`src/rtl/trx_pkg.sv`:
```
// Package: shared sizes, bit positions and the decoded-action type for the
// terminal receive port. Assumes a 16-bit register word and 8-bit characters.
package trx_pkg;
    parameter int CSR_W    = 16;
    parameter int CHAR_W   = 8;
    parameter int DONE_POS = 7;
    parameter int IE_POS   = 6;
    parameter int ADDR_W   = 2;

    typedef struct packed {
        logic csr_rd;
        logic buf_rd;
        logic csr_wr;
    } trx_act_t;
endpackage

```
`src/rtl/trx_decode.sv`:
```
// Module: trx_decode
// Turns bus strobes and the address into the register actions that matter.
// Assumes bit 1 picks the register and bit 0 flags an odd-byte access.
// Buffer writes and odd-byte status writes produce no action at all.
module trx_decode
    import trx_pkg::*;
(
    input  logic [ADDR_W-1:0] addr,
    input  logic              rd,
    input  logic              wr,
    output trx_act_t          act
);
    localparam int SEL_BIT = 1;
    localparam int ODD_BIT = 0;

    // Purpose: one action flag per legal access.
    always_comb begin
        act.csr_rd = rd && !addr[SEL_BIT];
        act.buf_rd = rd &&  addr[SEL_BIT];
        act.csr_wr = wr && !addr[SEL_BIT] && !addr[ODD_BIT];
    end
endmodule

```
`src/rtl/trx_char_latch.sv`:
```
// Module: trx_char_latch
// Holds the most recent character, masked by mode at latch time.
// Assumes at least 2 bits per character; narrow mode drops the top bit.
module trx_char_latch #(
    parameter int W = 8
) (
    input  logic         clk,
    input  logic         rst_n,
    input  logic         load,
    input  logic [W-1:0] din,
    input  logic         wide,
    output logic [W-1:0] q
);
    localparam logic [W-1:0] FULL_MASK   = {W{1'b1}};
    localparam logic [W-1:0] NARROW_MASK = {1'b0, {(W-1){1'b1}}};

    logic [W-1:0] mask;

    // Purpose: pick the bit mask for the current character mode.
    always_comb mask = wide ? FULL_MASK : NARROW_MASK;

    // Purpose: store a masked character on each strobe, clear on reset.
    always_ff @(posedge clk) begin
        if (!rst_n)    q <= '0;
        else if (load) q <= din & mask;
    end
endmodule

```
`src/rtl/trx_status.sv`:
```
// Module: trx_status
// Keeps the waiting flag, interrupt-enable and the level interrupt request.
// Assumes at most one bus access per cycle. A character strobe outranks an
// acknowledge on the same edge, so a new character is never lost.
module trx_status
    import trx_pkg::*;
(
    input  logic     clk,
    input  logic     rst_n,
    input  trx_act_t act,
    input  logic     ie_wdata,
    input  logic     char_valid,
    output logic     done_q,
    output logic     ie_q,
    output logic     irq_q
);
    logic done_nxt, ie_nxt, irq_nxt;

    // Purpose: next-state rules for the flags and the request, by event.
    always_comb begin
        done_nxt = done_q;
        ie_nxt   = ie_q;
        irq_nxt  = irq_q;
        if (act.csr_wr) begin
            ie_nxt = ie_wdata;
            if (!ie_wdata)           irq_nxt = 1'b0;
            else if (done_q && !ie_q) irq_nxt = 1'b1;
        end
        if (act.buf_rd) begin
            done_nxt = 1'b0;
            irq_nxt  = 1'b0;
        end
        if (char_valid) begin
            done_nxt = 1'b1;
            if (ie_nxt) irq_nxt = 1'b1;
        end
    end

    // Purpose: register the flags, all clear on reset.
    always_ff @(posedge clk) begin
        if (!rst_n) begin
            done_q <= 1'b0;
            ie_q   <= 1'b0;
            irq_q  <= 1'b0;
        end else begin
            done_q <= done_nxt;
            ie_q   <= ie_nxt;
            irq_q  <= irq_nxt;
        end
    end
endmodule

```
`src/rtl/trx_port.sv`:
```
// Module: trx_port (top)
// Memory-mapped receive port of a serial terminal: a character buffer plus a
// status register with waiting and interrupt-enable flags, and a level IRQ.
// Assumes single-cycle strobes and a deserializer that supplies whole bytes.
module trx_port
    import trx_pkg::*;
(
    input  logic              clk,
    input  logic              rst_n,
    input  logic [ADDR_W-1:0] bus_addr,
    input  logic              bus_rd,
    input  logic              bus_wr,
    input  logic [CSR_W-1:0]  bus_wdata,
    output logic [CSR_W-1:0]  bus_rdata,
    input  logic              char_valid,
    input  logic [CHAR_W-1:0] char_data,
    input  logic              mode_8bit,
    output logic              irq
);
    localparam int PAD_W = CSR_W - CHAR_W;

    trx_act_t          act;
    logic [CHAR_W-1:0] buf_q;
    logic              done_q;
    logic              ie_q;
    logic [CSR_W-1:0]  csr_view;
    logic [CSR_W-1:0]  unused_wdata;

    trx_decode u_decode (
        .addr (bus_addr),
        .rd   (bus_rd),
        .wr   (bus_wr),
        .act  (act)
    );

    trx_char_latch #(.W(CHAR_W)) u_latch (
        .clk   (clk),
        .rst_n (rst_n),
        .load  (char_valid),
        .din   (char_data),
        .wide  (mode_8bit),
        .q     (buf_q)
    );

    trx_status u_status (
        .clk        (clk),
        .rst_n      (rst_n),
        .act        (act),
        .ie_wdata   (bus_wdata[IE_POS]),
        .char_valid (char_valid),
        .done_q     (done_q),
        .ie_q       (ie_q),
        .irq_q      (irq)
    );

    // Purpose: only the interrupt-enable bit of write data is meaningful.
    always_comb unused_wdata = bus_wdata & ~(CSR_W'(1) << IE_POS);

    // Purpose: status word with implemented bits in place, the rest zero.
    always_comb begin
        csr_view           = '0;
        csr_view[DONE_POS] = done_q;
        csr_view[IE_POS]   = ie_q;
    end

    // Purpose: registered read data, held between reads.
    always_ff @(posedge clk) begin
        if (!rst_n)           bus_rdata <= '0;
        else if (act.csr_rd)  bus_rdata <= csr_view;
        else if (act.buf_rd)  bus_rdata <= {{PAD_W{1'b0}}, buf_q};
    end
endmodule

```
`config.mk`:
```
export PLATFORM = sky130hd
export DESIGN_NAME = trx_port
export DESIGN_NICKNAME = d
export VERILOG_FILES = /design/src/rtl/trx_pkg.sv /design/src/rtl/trx_decode.sv /design/src/rtl/trx_char_latch.sv /design/src/rtl/trx_status.sv /design/src/rtl/trx_port.sv
export SDC_FILE = /design/constraint.sdc
export NUM_CORES = 1
export LEC_CHECK = 0
export BUFFER_PORTS_ARGS = -buffer_cell sky130_fd_sc_hd__buf_2
export CORE_ASPECT_RATIO = 1.2
export CORE_UTILIZATION = 41
export DETAILED_ROUTE_END_ITERATION = 7
export PLACE_DENSITY = 0.85
export SLEW_MARGIN = 20
export SYNTH_ARGS = -nofsm -noshare
export SYNTH_HDL_FRONTEND = slang
export SYNTH_SLANG_ARGS = --single-unit
```
`constraint.sdc`:
```
create_clock -name clk -period 1 [get_ports clk]
set_input_delay 0.15 -clock clk [delete_from_list [all_inputs] [get_ports clk]]
set_output_delay 0.15 -clock clk [all_outputs]
set_load 0.02 [all_outputs]
```
==> impl_metrics.tcl <==
set metrics [dict create \
    rsz0062_at_grt "no" \
    setup_viol 0 \
    netlist_area_um2 808.3 \
    yosysUniqueCellTypes 19 \
    async_reset_ff_share_pct 0 \
    final_cells 129 \
    synth_ff_type "dfxtp_1" \
    worst_slack_ns 0.03058 \
    crit_family "flip-flops" \
    yosysWarnings 0 \
    hp-class "in2reg" \
    final_common_cell "buf_2" \
    critPathCaptureType "output port" \
    grt_max_degree 20 \
    maxCapViolations 0 \
    min_period_ns 0.9694 \
    slowest_delay_ns 0.35 \
    die_h_um 50.64 \
    drive_gt1_share_pct 30.00 \
    critPathArrivalTime_ns 0.82 \
    rows 17 \
    post_cts_resized 0 \
    finalSetupTns_ns 0 \
    initial_core_util_pct 43.68 \
    start_kind "flip-flop" \
    layout_common_cells "buf_2 (23), dfxtp_1 (19), nor2_1 (11), mux2i_1 (10)" \
    dp_slack_ns 0.004436 \
    syn_inst 85 \
    worst-setup-path-type "reg2out" \
    fmax_mhz 1032 \
    io_buffer_count 25 \
    dp_cells 125 \
    critPathMaxFanout 2 \
    syn_to_final_growth_pct 15.79 \
    clock_latency_ns 0.30 \
    htree_levels 1 \
    clock_path_buffers 2 \
    place_hpwl_mm 1.032 \
    die_w_um 42.53 \
    hold_viol 0 \
    grt_usage_pct 13.40 \
    clk_root_buffer_cell "clkbuf_4" \
    cp_slowest_cell "dfxtp_1" \
    core_um2 1851 \
    drcViolationCount 0 \
    synth-seq-cells 19 \
    grt_pass1_wl_mm 2.277 \
    overflow 0 \
    nets 143 \
    path_cells "buf_2" \
    drt_pass1_iterations 3 \
    gp_congestion 0.6489 \
    via_per_inst 4.860 \
    drt_iter0_drc 4 \
    clkTransAtPathRegs_ns 0.11 \
    antenna_found_initial 0 \
    grt_pass1_vias 589 \
    cp_data_required_time_ns 0.85 \
    syn_avg_cell_area_um2 9.509 \
    slew_viol_final 0 \
    ios 49 \
    ys_seq_area_share_pct 47.06 \
    wl_per_cell_um 10.78 \
    cts_buffers 3 \
    synth_edf_count 0 \
    path_buf_inv 1 \
    p_per_area_nw_per_um2 1476 \
    dieArea_um2 2154 \
    post_cts_buffers 0 \
    routed-via-count 627 \
    cts_sinks 19 \
    peakVddDrop_uv 1024 \
    ctsHoldBuffers 0 \
    totalWireLength_mm 1.391 \
    fin_skew_ns 0.01034 \
    period_share_pct 96.94 \
    tritoncts "built" \
    antenna_cells 0 \
    status "finished clean" \
    p_leak_uw 0.0004387 \
    drtAntennaViolNets 0 \
]
[worst paths after layout]
check             cells past startpoint  slack (ns)             from              to
setup / recovery                      1        0.03     bus_rdata[4]    bus_rdata[4]
hold reg to reg                       2        0.48     u_latch.q[7]    u_latch.q[7]
hold / removal                        3        0.08     char_data[4]    u_latch.q[4]
setup reg to reg                      3        0.11  u_status.done_q  u_status.irq_q
[state kept, by name, indices dropped and copies added, names as in the netlist]
signal,cells
bus_rdata,8
u_latch.q,8
u_status.done_q,1
u_status.ie_q,1
u_status.irq_q,1
[power breakdown]
part | total (uW) | internal (uW) | switching [uW]
clock network | 380 | 149 | 231
registers | 808 | 791 | 17.3
logic | 193 | 77.3 | 116
total | 1380 | 1020 | 364
[kinds of logic after synthesis]
family / after synthesis / share of synthesized area [%]
AO/OA/AOI/OAI: 12 / 9.442
AND/OR/NAND/NOR: 29 / 18.89
other: 1 / 0.4640
flip-flops: 19 / 47.06
multiplexers: 10 / 12.38
buffers and inverters: 14 / 11.76
[cell usage after synthesis, types with 2 or more instances]
| cell | n | area [um^2] |
|---|---|---|
| dfxtp_1 | 19 | 380.4 |
| nor2_1 | 11 | 41.29 |
| mux2i_1 | 10 | 100.1 |
| buf_4 | 9 | 67.56 |
| a21oi_1 | 8 | 40.04 |
| nand2b_1 | 7 | 43.79 |
| nand3_1 | 7 | 35.03 |
| a211oi_1 | 2 | 15.01 |
| nand2_1 | 2 | 7.510 |
[metrics by stage]
stage	power, uW	hold WS (ns)	utilization [%]	area (um^2)
floorplan	984.9	0.2968	-	834.6
CTS	1388	0.07802	50.30	930.9
global route	1445	0.08487	50.57	935.9
detailed placement	1020	0.3937	48.82	903.4
global placement	1013	0.3853	48.82	903.4
finish	1381	0.07742	50.57	935.9
[routing by layer]
metal  global-route usage, %  part of all wire (%)
met1                   16.07                    45
met2                   23.08                    47
met3                   2.158                   6.7
met4                   6.250                   1.8
met5                       0                     0
[final cells by class]
| cell class | count | area [um^2] |
|---|---|---|
| clock buffers | 3 | 22.52 |
| fillers | 177 | 914.6 |
| clock inverters | 1 | 5.005 |
| well taps | 19 | 23.77 |
| multi-input cells | 59 | 359.1 |
| flip-flops and latches | 19 | 380.4 |
| inverters | 2 | 7.507 |
| repair buffers | 26 | 137.6 |
No activity file was read; power rests on OpenSTA's default activity.
